<file path="config.mk">
export PLATFORM = sky130hd
export DESIGN_NAME = fpcmp_unit
export DESIGN_NICKNAME = d
export VERILOG_FILES = /design/src/rtl/fpcmp_pkg.sv /design/src/rtl/fpcmp_classify.sv /design/src/rtl/fpcmp_order.sv /design/src/rtl/fpcmp_unit.sv
export SDC_FILE = /design/constraint.sdc
export NUM_CORES = 1
export LEC_CHECK = 0
export BUFFER_PORTS_ARGS = -buffer_cell sky130_fd_sc_hd__buf_2
export CAP_MARGIN = 20
export CELL_PAD_IN_SITES_DETAIL_PLACEMENT = 1
export CELL_PAD_IN_SITES_GLOBAL_PLACEMENT = 1
export CORE_MARGIN = 5
export CORE_UTILIZATION = 33
export CTS_CLUSTER_SIZE = 25
export DETAILED_ROUTE_END_ITERATION = 8
export GPL_TIMING_DRIVEN = 0
export PLACE_DENSITY_LB_ADDON = 0.15
export RECOVER_POWER = 50
export SLEW_MARGIN = 15
export SYNTH_ARGS = -nofsm -noshare
export SYNTH_HDL_FRONTEND = slang
export SYNTH_SLANG_ARGS = --single-unit
export TNS_END_PERCENT = 50
</file>
<file path="constraint.sdc">
create_clock -name clk -period 1 [get_ports clk]
set_clock_uncertainty 0.2 [all_clocks]
set_input_delay 0.2 -clock clk [delete_from_list [all_inputs] [get_ports clk]]
set_output_delay 0.2 -clock clk [all_outputs]
set_load 0.05 [all_outputs]
</file>
<file path="src/rtl/fpcmp_pkg.sv">
package fpcmp_pkg;

    typedef enum logic [2:0] {
        OP_EQ   = 3'd0,
        OP_LT   = 3'd1,
        OP_LE   = 3'd2,
        OP_LTQ  = 3'd3,
        OP_LEQ  = 3'd4,
        OP_MIN  = 3'd5,
        OP_MAX  = 3'd6,
        OP_RSVD = 3'd7
    } fpcmp_op_e;

    localparam int FLAG_W   = 5;
    localparam int FLAG_INV = 4;

    typedef struct packed {
        logic is_zero;
        logic is_nan;
        logic is_snan;
    } fp_class_t;

endpackage

</file>
<file path="src/rtl/fpcmp_classify.sv">
module fpcmp_classify
    import fpcmp_pkg::*;
#(
    parameter int EXP_W = 8,
    parameter int MAN_W = 23,
    localparam int W = 1 + EXP_W + MAN_W
) (
    input  logic [W-1:0] x,
    output fp_class_t    cls
);
    logic [EXP_W-1:0] exp_f;
    logic [MAN_W-1:0] man_f;

    always_comb begin
        exp_f       = x[W-2 -: EXP_W];
        man_f       = x[MAN_W-1:0];
        cls.is_zero = (exp_f == '0) && (man_f == '0);
        cls.is_nan  = (exp_f == '1) && (man_f != '0);
        cls.is_snan = (exp_f == '1) && (man_f != '0) && !man_f[MAN_W-1];
    end

    // a signaling NaN is always also a NaN and never a zero
    always_comb begin
        assert_snan_is_nan_R2: assert (!cls.is_snan || (cls.is_nan && !cls.is_zero));
    end

endmodule

</file>
<file path="src/rtl/fpcmp_order.sv">
module fpcmp_order
    import fpcmp_pkg::*;
#(
    parameter int W = 32
) (
    input  logic [W-1:0] a,
    input  logic [W-1:0] b,
    input  fp_class_t    cls_a,
    input  fp_class_t    cls_b,
    output logic         lt,
    output logic         eq,
    output logic         le
);
    logic         sgn_a;
    logic         sgn_b;
    logic [W-2:0] mag_a;
    logic [W-2:0] mag_b;
    logic         zeros;

    always_comb begin
        sgn_a = a[W-1];
        sgn_b = b[W-1];
        mag_a = a[W-2:0];
        mag_b = b[W-2:0];
        zeros = cls_a.is_zero && cls_b.is_zero;
        eq    = (a == b) || zeros;
        if (zeros)
            lt = 1'b0;
        else if (sgn_a != sgn_b)
            lt = sgn_a;
        else if (sgn_a)
            lt = mag_b < mag_a;
        else
            lt = mag_a < mag_b;
        le = lt || eq;
    end

    // strict and equal orderings never both hold
    always_comb begin
        assert_lt_eq_exclusive_R6: assert (!(lt && eq));
    end

endmodule

</file>
<file path="src/rtl/fpcmp_unit.sv">
module fpcmp_unit
    import fpcmp_pkg::*;
#(
    parameter int EXP_W = 8,
    parameter int MAN_W = 23,
    localparam int W = 1 + EXP_W + MAN_W
) (
    input  logic              clk,
    input  logic              rst_n,
    input  logic              in_valid,
    input  logic [2:0]        op,
    input  logic [W-1:0]      opnd_a,
    input  logic [W-1:0]      opnd_b,
    output logic              out_valid,
    output logic              out_bool,
    output logic [W-1:0]      out_val,
    output logic [FLAG_W-1:0] out_flags
);
    localparam logic [W-1:0] CANON_NAN = {1'b0, {EXP_W{1'b1}}, 1'b1, {(MAN_W-1){1'b0}}};

    typedef struct packed {
        logic              valid;
        logic              res_bool;
        logic [W-1:0]      res_val;
        logic [FLAG_W-1:0] flags;
    } result_t;

    result_t    res_d;
    result_t    res_q;
    fpcmp_op_e  op_e;
    fp_class_t  cls [2];
    logic [W-1:0] opnd [2];
    logic       ord_lt;
    logic       ord_eq;
    logic       ord_le;
    logic       any_nan;
    logic       any_snan;

    assign opnd[0] = opnd_a;
    assign opnd[1] = opnd_b;
    assign op_e    = fpcmp_op_e'(op);

    for (genvar gi = 0; gi < 2; gi++) begin : g_cls
        fpcmp_classify #(.EXP_W(EXP_W), .MAN_W(MAN_W)) u_cls (
            .x   (opnd[gi]),
            .cls (cls[gi])
        );
    end

    fpcmp_order #(.W(W)) u_order (
        .a     (opnd_a),
        .b     (opnd_b),
        .cls_a (cls[0]),
        .cls_b (cls[1]),
        .lt    (ord_lt),
        .eq    (ord_eq),
        .le    (ord_le)
    );

    always_comb begin
        any_nan  = cls[0].is_nan  || cls[1].is_nan;
        any_snan = cls[0].is_snan || cls[1].is_snan;
        res_d    = res_q;
        res_d.valid = 1'b0;
        if (in_valid) begin
            res_d = '0;
            res_d.valid = 1'b1;
            unique case (op_e)
                OP_EQ: begin
                    res_d.res_bool        = ord_eq && !any_nan;
                    res_d.flags[FLAG_INV] = any_snan;
                end
                OP_LT: begin
                    res_d.res_bool        = ord_lt && !any_nan;
                    res_d.flags[FLAG_INV] = any_nan;
                end
                OP_LE: begin
                    res_d.res_bool        = ord_le && !any_nan;
                    res_d.flags[FLAG_INV] = any_nan;
                end
                OP_LTQ: begin
                    res_d.res_bool        = ord_lt && !any_nan;
                    res_d.flags[FLAG_INV] = any_snan;
                end
                OP_LEQ: begin
                    res_d.res_bool        = ord_le && !any_nan;
                    res_d.flags[FLAG_INV] = any_snan;
                end
                OP_MIN, OP_MAX: begin
                    res_d.flags[FLAG_INV] = any_snan;
                    if (cls[0].is_nan && cls[1].is_nan)
                        res_d.res_val = CANON_NAN;
                    else if (cls[0].is_nan)
                        res_d.res_val = opnd_b;
                    else if (cls[1].is_nan)
                        res_d.res_val = opnd_a;
                    else if (cls[0].is_zero && cls[1].is_zero)
                        // negative zero wins for min, positive for max
                        res_d.res_val = ((op_e == OP_MIN) == opnd_a[W-1]) ? opnd_a : opnd_b;
                    else if (op_e == OP_MIN)
                        res_d.res_val = ord_lt ? opnd_a : opnd_b;
                    else
                        res_d.res_val = ord_lt ? opnd_b : opnd_a;
                end
                default: begin
                    res_d.res_bool = 1'b0;
                end
            endcase
        end
    end

    always_ff @(posedge clk or negedge rst_n) begin
        if (!rst_n)
            res_q <= '0;
        else
            res_q <= res_d;
    end

    assign out_valid = res_q.valid;
    assign out_bool  = res_q.res_bool;
    assign out_val   = res_q.res_val;
    assign out_flags = res_q.flags;

    assert_flags_low_zero_R1: assert property (@(posedge clk) disable iff (!rst_n)
        out_flags[FLAG_INV-1:0] == '0);

    assert_latency_R10: assert property (@(posedge clk) disable iff (!rst_n)
        in_valid |=> out_valid);

    assert_pulse_R10: assert property (@(posedge clk) disable iff (!rst_n)
        !in_valid |=> !out_valid);

    assert_hold_R10: assert property (@(posedge clk) disable iff (!rst_n)
        !in_valid |=> ($stable(out_val) && $stable(out_bool) && $stable(out_flags)));

    assert_cmp_nan_false_R3: assert property (@(posedge clk) disable iff (!rst_n)
        (in_valid && op <= 3'd4 && any_nan) |=> !out_bool);

    assert_minmax_pick_R7: assert property (@(posedge clk) disable iff (!rst_n)
        (in_valid && (op == 3'd5 || op == 3'd6)) |=>
        (out_val == $past(opnd_a) || out_val == $past(opnd_b) || out_val == CANON_NAN));

    assert_minmax_bool_zero_R12: assert property (@(posedge clk) disable iff (!rst_n)
        (in_valid && op >= 3'd5) |=> !out_bool);

    assert_cmp_val_zero_R12: assert property (@(posedge clk) disable iff (!rst_n)
        (in_valid && op <= 3'd4) |=> out_val == '0);

endmodule

</file>
Word-level counts from Yosys, hierarchy flattened
Index checks and enable logic that the tools add are counted.

Multiplexer cells: 15. Eq/ne operators: 11. Reduce and logical (&&, ||, !) cells: 30. Order comparisons: 2.

Operators by type and width (count): 32-bit two-way mux (9); 31-bit < comparator (2); 23-bit logical NOT (2); 23-bit nonzero test (2); 39-bit two-way mux (1); 32-bit == test (1); 8-bit == test, second input constant (2); 8-bit logical NOT (2); 1-bit logical AND (11); 3-bit == test, second input constant (3); 2-bit OR reduction (4); 3-bit by 2-bit == test with 1-bit output, second input constant (2); 5-bit OR reduction (1); 1-bit logical OR (4); 3-bit by 1-bit == test with 1-bit output, second input constant (1); 1-bit logical NOT (3); 3-bit logical NOT (1); 1-bit two-way mux (3); 1-bit one-hot mux with 3 select lines (1); 1-bit one-hot mux with 2 select lines (1); 1-bit == test (1); 1-bit inequality test (1).

Input port bits: 70. Output and inout bits: 39. Register bits after elaboration: 35. Word-level logic and storage cells: 62.

Depth between registers and ports, before layout
Gate-level depths: netlist of run 1.

Depth after elaboration: 12. Depth in mapped cells: 12. Mapped depth without buffers: 11.

Cells and area by module
Synthesis of run 1 repeated with hierarchy kept, for this count alone.

Cells, all modules: 309. Area total of the unflattened synthesis: 2977.9 um^2.

By module, submodules not included: fpcmp_unit (cells an instance 156, instances 1, area each 1881.8 um^2); fpcmp_order (cells an instance 123, instances 1, area each 880.8 um^2); fpcmp_classify (cells an instance 15, instances 2, area each 107.6 um^2).

Worst setup path before layout of run 1
OpenSTA, ideal clock, no wires.

Kind: input-to-reg. Start point: input port opnd_a[4]. End point: register res_q (netlist bit out_val[24]). Arrival: 2.391 ns. Data required time: 0.674 ns. Slack: -1.717 ns. Stages on the path: 11. Cell sequence: inv_1 > ha_1 > a211oi_2 > nor2_1 > o31a_1 > o31a_1 > o31a_1 > and2_4 > a211oi_4 > nor2_1 > a221o_1.

Cells in the longest elaborated chain, start to end: 11. Elaborated cells between the ends (all ways): 19.

Ends and longest elaborated chain: start, declared (line fpcmp_unit.sv:12) `input logic [W-1:0] opnd_a,`; 31-bit < comparator (tied with other cells) (line fpcmp_order.sv:34) `lt = mag_a < mag_b;`; 1-bit two-way mux or 1-bit logical AND (tied branches) (line fpcmp_order.sv:31, fpcmp_classify.sv:17); 1-bit two-way mux or 1-bit logical AND (tied branches) (line fpcmp_order.sv:29, fpcmp_order.sv:25, fpcmp_unit.sv:97); 1-bit two-way mux (line fpcmp_order.sv:27) `if (zeros)`; 32-bit two-way mux (on tied branches) (line fpcmp_unit.sv:103, fpcmp_unit.sv:101); 32-bit two-way mux (line fpcmp_unit.sv:100) `else if (op_e == OP_MIN)`; 32-bit two-way mux (line fpcmp_unit.sv:97) `else if (cls[0].is_zero && cls[1].is_zero)`; 32-bit two-way mux (line fpcmp_unit.sv:95) `else if (cls[1].is_nan)`; 32-bit two-way mux (line fpcmp_unit.sv:93) `else if (cls[0].is_nan)`; 32-bit two-way mux (*) (line fpcmp_unit.sv:91) `if (cls[0].is_nan && cls[1].is_nan)`; 32-bit two-way mux (*) (line fpcmp_unit.sv:68) `unique case (op_e)`; end signal, assigned (line fpcmp_unit.sv:116) `res_q <= res_d;`; end, declared (line fpcmp_unit.sv:29) `result_t res_q;`.

Mark *: on every way between the ends. The rest lies on a longest branch, timed or not. A chain may end at the register's enable or synchronous reset.

Worst setup path in the final report of run 1
Start point: input port opnd_b[26]. End point: register res_q (netlist bit out_val[27]).

Cells in the longest elaborated chain, start to end: 11. Elaborated cells between the ends (all ways): 19.

Ends and longest elaborated chain: start, declared (line fpcmp_unit.sv:13) `input logic [W-1:0] opnd_b,`; 31-bit < comparator (tied with other cells) (line fpcmp_order.sv:34); 1-bit two-way mux or 1-bit logical AND (tied branches) (line fpcmp_order.sv:31, fpcmp_classify.sv:17); 1-bit two-way mux or 1-bit logical AND (tied branches) (line fpcmp_order.sv:29, fpcmp_order.sv:25, fpcmp_unit.sv:97); 1-bit two-way mux (line fpcmp_order.sv:27); 32-bit two-way mux (on tied branches) (line fpcmp_unit.sv:103, fpcmp_unit.sv:101); 32-bit two-way mux (line fpcmp_unit.sv:100); 32-bit two-way mux (line fpcmp_unit.sv:97); 32-bit two-way mux (line fpcmp_unit.sv:95); 32-bit two-way mux (line fpcmp_unit.sv:93); 32-bit two-way mux (*) (line fpcmp_unit.sv:91); 32-bit two-way mux (*) (line fpcmp_unit.sv:68).

Marks and branches as above.

==> flow_summary.json, run 1 <==
{
  "core_region_area_um2": 8760,
  "syn-cell-area_um2": 2990,
  "track_usage": 0.218,
  "synth_cell_types": 49,
  "layout_commonest_cell": "buf_6",
  "cts_tree": "done",
  "dpl_cell_area_um2": 3730,
  "yosysTopAreaCell": "dfrtp_1",
  "cp_max_fo": 5,
  "slew_headroom": 0.334,
  "grt_pass1_wl_um": 19700,
  "slew_viol_final": 0,
  "synth.top_cell.area_share": 0.293,
  "rsz0062_at_grt": "true",
  "cp-start-kind": "input port",
  "fin_ws_ps": -1800,
  "dpl.hpwl_um": 8770,
  "cap_violations": 0,
  "synthCells": 351,
  "multi_input_comb_area_um2": 2380,
  "p_leak_nw": 2.21,
  "antenna_found_initial": 0,
  "clock_path_buffers": 2,
  "initial_core_util": 0.341,
  "setup_viol": 69,
  "wl_um": 13000,
  "gp_congestion": 0.775,
  "drc": 0,
  "nNetsFinal": 603,
  "dr.pass1.iters": 4,
  "fmax_mhz": 358,
  "area_growth_pct": 69.3,
  "h-tree-depth": 2,
  "yosysSeqAreaShare": 0.293,
  "cts_made_buffers": 5,
  "end_kind": "flop",
  "arrival_ps": 2790,
  "synth_area_per_cell_um2": 8.52,
  "drt-initial-drc-count": 150,
  "hold_buffers": 1,
  "hold_viol_final": 46,
  "routedWlPerCell_um": 21.4,
  "r2r-end": "out_val[22]",
  "clkSinkCount": 35,
  "vias": 3478,
  "grt_overflow": 0,
  "violations": "hold timing, setup timing",
  "fin_area_um2": 5060,
  "viasPerCell": 5.70,
  "worstMarginPinSlew_ps": 992,
  "dieArea_um2": 11100,
  "portBuffers": 104,
  "r2r_slack_ps": -160,
  "layout_common_cells": "buf_6, buf_2, inv_1, dfrtp_1, buf_4",
  "synthTopCellsByArea": "dfrtp_1, ha_1, inv_1",
  "required_ps": 1000,
  "grt_max_degree": 36,
  "synth_ff_type": "dfrtp_1",
  "async_flop_share": 1.00,
  "ir_drop_mv": 0.528,
  "yosys_warnings": 0,
  "p_per_area_nw_per_um2": 1060,
  "io_pins": 109,
  "hold_path.class": "input port to asynchronous set/reset pin",
  "reg2reg_from": "out_val[22]",
  "fin_crit_ps": 2800,
  "chipHeight_um": 105,
  "synth-edff-count": 0,
  "cts_root_buf": "clkbuf_8",
  "drive_gt1_frac": 0.500,
  "seqCellArea_um2": 876,
  "post-route-period-util": 2.80,
  "fin_hold_ws_ps": -205,
  "crit_type": "input port to flop",
  "clk_latency_ps": 300,
  "ant_nets": 0,
  "grt_pass1_vias": 3714,
  "final.fill_count": 988,
  "synth_seq_cells": 35,
  "outcome": "complete, but fails checks",
  "clk_pin_slew_ps": 80,
  "reg2reg_depth": 2,
  "fp.dieW_um": 105,
  "rows": 34,
  "antenna_cells": 0
}
==> flip-flops by register name, summed over array words and instances, names as in the netlist <==
name	flops
out_bool	1
out_flags	1
out_val	32
out_valid	1
==> logic make-up after synthesis <==
kind of cell             Yosys count  share of synthesized area
XOR/XNOR                           3                    0.00878
buffers and inverters             63                     0.0949
other                              1                    0.00125
adder cells (fa/ha/maj)           31                      0.130
AO/OA/AOI/OAI                     98                      0.240
AND/OR/NAND/NOR                  120                      0.232
flip-flops                        35                      0.293
==> repair_timing <==
item / in CTS / in global routing
setup buffers: 15 / 21
endpoints found under the setup margin: 69 / 69
endpoints found under the hold margin: 46 / 46
cloned: 1 / 0
resized for setup: 171 / 73
pin swaps: 46 / 39
==> Yosys cell counts, drive strengths merged (7+ instances only) <==
| cell type | n |
|---|---|
| a21oi | 22 |
| a221o | 12 |
| and2 | 20 |
| buf | 8 |
| dfrtp | 35 |
| ha | 31 |
| inv | 50 |
| nand2 | 22 |
| nand3 | 10 |
| nand4 | 14 |
| nor2 | 8 |
| nor2b | 10 |
| nor3 | 7 |
| nor4 | 16 |
| o21ai | 26 |
| o221ai | 17 |
==> layout make-up <==
cell class,count,share of cell area
plain buffers,13,0.0227
clock buffers,6,0.0163
clock inverters,1,0.000988
inverters,50,0.0405
multi-input cells,256,0.470
flip-flops and latches,35,0.173
well taps,108,0.0267
repair buffers,141,0.250
==> worst max path at each step <==
| stage | start | to | slack [ps] | depth (start not counted) |
|---|---|---|---|---|
| floorplan | opnd_b[4] | out_val[24] | -1680 | 10 |
| global placement | opnd_a[26] | out_val[19] | -2220 | 12 |
| detailed placement | opnd_a[26] | out_val[15] | -2300 | 12 |
| CTS | opnd_a[4] | out_val[2] | -1660 | 12 |
| global route | opnd_b[5] | out_val[15] | -1920 | 14 |
| finish | opnd_b[26] | out_val[27] | -1800 | 12 |
==> critical path, stage by stage <==
cell     delay [ps]
buf_8           110
ha_4            260
nand4_1         220
nor4_4          430
o31a_1          270
o31a_1          250
buf_4           160
nand3_4         100
nand4_1         200
buf_4           160
a21oi_4          80
a221o_1         360
==> power by group <==
group	leakage (nW)	switching (mW)	internal, mW
clock	0.0470	0.584	0.542
sequential	0.468	0.100	1.55
combinational	1.69	1.50	1.07
total	2.21	2.19	3.16
==> layer usage <==
layer / GRT usage / up-vias / routed length (um)
met5: 0 / - / 0
met4: 0.0621 / 0 / 255
met3: 0.0385 / 24 / 608
met2: 0.387 / 112 / 6920
met1: 0.270 / 1743 / 5240
li1: - / 1599 / -
==> per-stage QoR <==
stage	cells	utilization	total power [mW]	setup WS [ps]	setup TNS, ps
3_3_place_gp	566	0.425	3.45	-2220	-75130
3_5_place_dp	566	0.425	3.48	-2300	-77960
6_report	610	0.578	5.35	-1800	-66190
2_1_floorplan	354	-	2.84	-1680	-53010
4_1_cts	590	0.527	5.12	-1660	-61020
5_1_grt	610	0.578	5.60	-1920	-70230
(Power assumes the default switching activity.)
==> run 2: changes to the inputs <==
==> constraint.sdc (replaced) <==
create_clock -name clk -period 1 [get_ports clk]
set_clock_uncertainty 0.2 [all_clocks]
set_input_delay 0.2 -clock clk [delete_from_list [all_inputs] [get_ports clk]]
set_output_delay 0.2 -clock clk [all_outputs]
set_load 0.1 [all_outputs]
==> run 2 against run 1 <==
Compared with the run above: the run still ends with hold timing, setup timing left; hold slack improved by 18 ps; utilization rose by 3.9 points; first-iteration DRC count rose by 25%; sequential share of layout area fell by 1.1 points; non-clock buffer count fell by 1; cell count did not move; largest cell class unchanged.
==> flow_summary.json, run 2 (synthesized netlist as in run 1, its figures left out) <==
{
  "outcome": "complete, but fails checks",
  "violations": "hold timing, setup timing",
  "clkSinkCount": 35,
  "slowest_stage": "a221o_1",
  "drive_gt1_frac": 0.488,
  "crit_type": "input port to flop",
  "clock_path_buffers": 2,
  "cp-start-kind": "input port",
  "cap_violations": 0,
  "dieArea_um2": 11100,
  "setup_viol": 69,
  "grt_pass1_vias": 3776,
  "final_util": 0.616,
  "hold_viol_final": 45,
  "fin_crit_ps": 2920,
  "p_leak_nw": 2.34,
  "arrival_ps": 2890,
  "slew_headroom": 0.412,
  "crit_path_max_incr_delay_ps": 390,
  "end_kind": "flop",
  "viasPerCell": 5.69,
  "rsz0062_at_grt": "true",
  "grt_max_degree": 36,
  "clk_pin_slew_ps": 90,
  "dpl.hpwl_um": 8880,
  "portBuffers": 104,
  "routedWlPerCell_um": 22.3,
  "dr.pass1.iters": 5,
  "post-place-cells": 566,
  "critPathMostFrequentCell": "o31a_1",
  "clk_latency_ps": 290,
  "grt_pass1_wl_um": 20400,
  "crit_family": "compound AO/OA/AOI/OAI gates",
  "nNetsFinal": 602,
  "largest_reg_flops": 32,
  "required_ps": 970,
  "track_usage": 0.226,
  "critical_path.cell_chain": "buf_8 > inv_4 > ha_4 > nand3b_1 > a21oi_2 > o31a_1 > o31a_1 > o31a_1 > buf_4 > a21o_4 > nand4_1 > a21oi_4 > a221o_1",
  "fin_area_um2": 5400,
  "slew_viol_final": 0,
  "worstMarginPinSlew_ps": 875,
  "antenna_found_initial": 0,
  "io_pins": 109,
  "cp_max_fo": 7,
  "layout_commonest_cell": "buf_2",
  "ir_drop_mv": 0.698,
  "core_region_area_um2": 8760,
  "p_per_area_nw_per_um2": 1210,
  "fmax_mhz": 342,
  "vias": 3472,
  "p_total_mw": 6.52,
  "h-tree-depth": 2,
  "cts_made_buffers": 5,
  "antenna_cells": 0,
  "drt-initial-drc-count": 188,
  "area_growth_pct": 80.6,
  "layout_common_cells": "buf_2, buf_4, inv_1",
  "fp.dieW_um": 105,
  "grt_overflow": 0,
  "hold_buffers": 1,
  "chipHeight_um": 105,
  "post-route-period-util": 2.92,
  "worst-path-buf-inv": 3,
  "wl_um": 13600,
  "rows": 34,
  "cts_root_buf": "clkbuf_8",
  "fin_ws_ps": -1920,
  "fin_hold_ws_ps": -187,
  "initial_core_util": 0.341,
  "dpl_cell_area_um2": 3800,
  "drc": 0,
  "gp_congestion": 0.872,
  "ant_nets": 0,
  "cts_tree": "done",
  "fin_cells": 610,
  "hold_path.class": "input port to asynchronous set/reset pin"
}
==> run 2: cell types whose count changed in the layout (fill, tap and decap cells not counted), moves of 5 or more <==
cell,previous run,this run
o221ai_2,17,10
buf_6,63,19
buf_4,32,38
o221ai_1,0,5
buf_12,1,35
==> run 2: path summary, 6_finish.rpt <==
path                                    end       start  slack, ps  depth (start not counted)
min in group clk                out_val[25]  opnd_a[25]        -60                          2
worst min register to register     out_bool    out_bool        350                          1
worst max-delay path             out_val[1]   opnd_a[2]      -1920                         13
worst max register to register   out_val[1]  out_val[1]       -210                          2
max in group asynchronous       out_val[20]       rst_n        240                          1
worst min-delay path            out_val[26]       rst_n       -190                          1
==> run 2: repair_timing <==
item | CTS | global route
setup buffers | 19 | 17
pin swaps | 42 | 36
gates cloned | 1 | 1
setup endpoints to repair | 69 | 69
resized for setup | 206 | 90
hold endpoints to repair | 45 | 44
==> run 2: stage by stage <==
step           TNS (ps)  setup WS (ps)
2_1_floorplan    -62760          -1680
3_3_place_gp     -79920          -2290
3_5_place_dp     -82230          -2340
4_1_cts          -63460          -1660
5_1_grt          -74060          -2010
6_report         -70600          -1920
==> run 2: where the power goes <==
part	switching (mW)	internal [mW]	leakage, nW	total (mW)
combinational	2.09	1.33	1.81	3.42
sequential	0.152	1.55	0.468	1.70
clock	0.587	0.808	0.0612	1.40
total	2.83	3.69	2.34	6.52
==> run 2: worst reg2reg max path, cell delays in order, from the launching register on <==
cell     delay, ps
dfrtp_1        420
nor2b_1        140
a221o_1        320
==> run 2: area by class of cell <==
type	count	area [um2]
buffer	12	118
clock buffer	6	82.6
clock inverter	2	35.0
fill	957	3360
inverter	50	203
multi-input combinational	256	2400
sequential	35	876
tap	108	135
timing repair buffer	141	1550
==> run 2: layer usage <==
| metal | vias to the layer above | routed length, um | global-route usage |
|---|---|---|---|
| li1 | 1597 | - | - |
| met5 | - | 0 | 0 |
| met3 | 31 | 602 | 0.0379 |
| met2 | 114 | 7130 | 0.403 |
| met1 | 1730 | 5480 | 0.278 |
| met4 | 0 | 388 | 0.0648 |
==> run 3: changes to the inputs <==
--- a/config.mk
+++ b/config.mk
@@ -7,10 +7,10 @@
 export LEC_CHECK = 0
 export BUFFER_PORTS_ARGS = -buffer_cell sky130_fd_sc_hd__buf_2
 export CAP_MARGIN = 20
-export CELL_PAD_IN_SITES_DETAIL_PLACEMENT = 1
-export CELL_PAD_IN_SITES_GLOBAL_PLACEMENT = 1
+export CELL_PAD_IN_SITES_DETAIL_PLACEMENT = 2
+export CELL_PAD_IN_SITES_GLOBAL_PLACEMENT = 2
 export CORE_MARGIN = 5
-export CORE_UTILIZATION = 33
+export CORE_UTILIZATION = 26
 export CTS_CLUSTER_SIZE = 25
 export DETAILED_ROUTE_END_ITERATION = 8
 export GPL_TIMING_DRIVEN = 0
==> run 3 against run 2 <==
Compared with the run above: critical path depth fell by 2; combinational power decreased by 1%; maximum frequency up 4.4%; utilization fell by 15 points; register-to-register slack is essentially flat; die area rose by 24%; non-clock buffer count is 11 lower; largest cell class unchanged; clock power increased by 14%; critical path type unchanged; worst setup slack better by 120 ps; the flow still finishes with violations (hold timing, setup timing); global-route usage decreased by 2.5 points; flip-flop and latch count stayed put.
==> flow_summary.json, run 3 (synthesized netlist as in run 1, its figures left out) <==
{
  "fp.dieW_um": 117,
  "vias": 3363,
  "p_per_area_nw_per_um2": 1240,
  "arrival_ps": 2750,
  "fin_area_um2": 5360,
  "cts_tree": "done",
  "fmax_mhz": 357,
  "violations": "hold timing, setup timing",
  "crit_type": "input port to flop",
  "fin_crit_ps": 2800,
  "slew_headroom": 0.389,
  "required_ps": 950,
  "h-tree-depth": 2,
  "reg2reg_from": "out_val[1]",
  "nNetsFinal": 591,
  "cts_made_buffers": 5,
  "area_growth_pct": 79.1,
  "layout_common_cells": "buf_2, dfrtp_1, inv_1",
  "chipHeight_um": 117,
  "rows": 39,
  "track_usage": 0.201,
  "rsz0062_at_grt": "true",
  "cp-start-kind": "input port",
  "wl_um": 14100,
  "clk_pin_slew_ps": 60,
  "slew_viol_final": 0,
  "cap_violations": 0,
  "layout_commonest_cell": "buf_2",
  "seqCellArea_um2": 876,
  "dieArea_um2": 13800,
  "dpl_cell_area_um2": 3840,
  "grt_pass1_wl_um": 21200,
  "grt_pass1_vias": 3865,
  "end_kind": "flop",
  "outcome": "complete, but fails checks",
  "hold_viol_final": 42,
  "drive_gt1_frac": 0.484,
  "initial_core_util": 0.263,
  "setup_viol": 69,
  "io_pins": 109,
  "dr.pass1.iters": 4,
  "clk_latency_ps": 280,
  "drt-initial-drc-count": 94,
  "fin_ws_ps": -1800,
  "portBuffers": 104,
  "clkSinkCount": 35,
  "r2r-end": "out_val[1]",
  "multi_input_comb_area_um2": 2400,
  "clock_path_buffers": 2,
  "fin_hold_ws_ps": -171,
  "cp_max_fo": 7,
  "dpl.hpwl_um": 10100,
  "core_region_area_um2": 11400,
  "antenna_found_initial": 0,
  "viasPerCell": 5.31,
  "gp_congestion": 0.753,
  "r2r_slack_ps": -200,
  "ir_drop_mv": 0.531,
  "hold_path.class": "input port to asynchronous set/reset pin",
  "routedWlPerCell_um": 22.2,
  "worstMarginPinSlew_ps": 914,
  "hold_buffers": 1,
  "antenna_cells": 0,
  "final.fill_count": 1160,
  "p_leak_nw": 2.25,
  "post-route-period-util": 2.80,
  "reg2reg_depth": 2,
  "drc": 0,
  "grt_max_degree": 36,
  "ant_nets": 0,
  "largest_reg_flops": 32,
  "grt_overflow": 0,
  "cts_root_buf": "clkbuf_16"
}
run 3: worst max-delay path by stage:
stage | startpoint | to | slack (ps)
floorplan | opnd_b[4] | out_val[24] | -1680
global placement | opnd_a[26] | out_val[13] | -2370
detailed placement | opnd_a[26] | out_val[13] | -2450
CTS | opnd_a[2] | out_val[1] | -1750
global route | opnd_b[4] | out_val[27] | -1870
finish | opnd_b[4] | out_val[1] | -1800
run 3: timing repair:
item,4_1_cts,5_1_grt
buffers inserted,12,11
endpoints found under the hold margin,43,41
setup endpoints to repair,69,69
cloned,2,0
gates resized for setup,248,25
pin swaps,48,14
run 3: layout make-up:
type | instances | share of cell area
buffer | 13 | 0.0234
clock buffer | 6 | 0.0259
clock inverter | 1 | 0.000934
inverter | 50 | 0.0383
multi-input combinational | 256 | 0.448
sequential | 35 | 0.163
tap | 143 | 0.0334
timing repair buffer | 129 | 0.267
run 3: per-stage QoR:
step / cells / setup slack, ps / utilization / power [mW] / setup TNS [ps]
final: 633 / -1800 / 0.471 / 6.67 / -66640
after global routing: 633 / -1870 / 0.471 / 6.96 / -70400
after CTS: 623 / -1750 / 0.454 / 6.58 / -64180
after detailed placement: 601 / -2450 / 0.338 / 4.10 / -87280
after global placement: 601 / -2370 / 0.338 / 4.05 / -83710
after floorplan: 354 / -1680 / - / 3.40 / -62760
run 3: where the power goes:
group          total (mW)  switching [mW]  internal [mW]
Sequential           1.70           0.151           1.55
Clock                1.60           0.625          0.974
Combinational        3.37            2.08           1.29
Total                6.67            2.86           3.81
run 3: critical path, stage by stage:
cell	delay (ps)
buf_8	110
ha_4	230
a211oi_2	230
nor2_1	70
o31a_1	240
o31a_1	280
o31a_1	370
a21o_2	290
nand4_1	180
a21oi_4	140
a221o_1	410
run 3: routing by layer:
layer  wire length, um  part of all wire  global-route usage  vias up
met5                 0                 0                   0        -
met4               232             0.017              0.0566        0
met3               502             0.036              0.0237       18
met2              7520              0.53               0.371       79
met1              5800              0.41               0.242     1698
li1                  -                 -                   -     1568
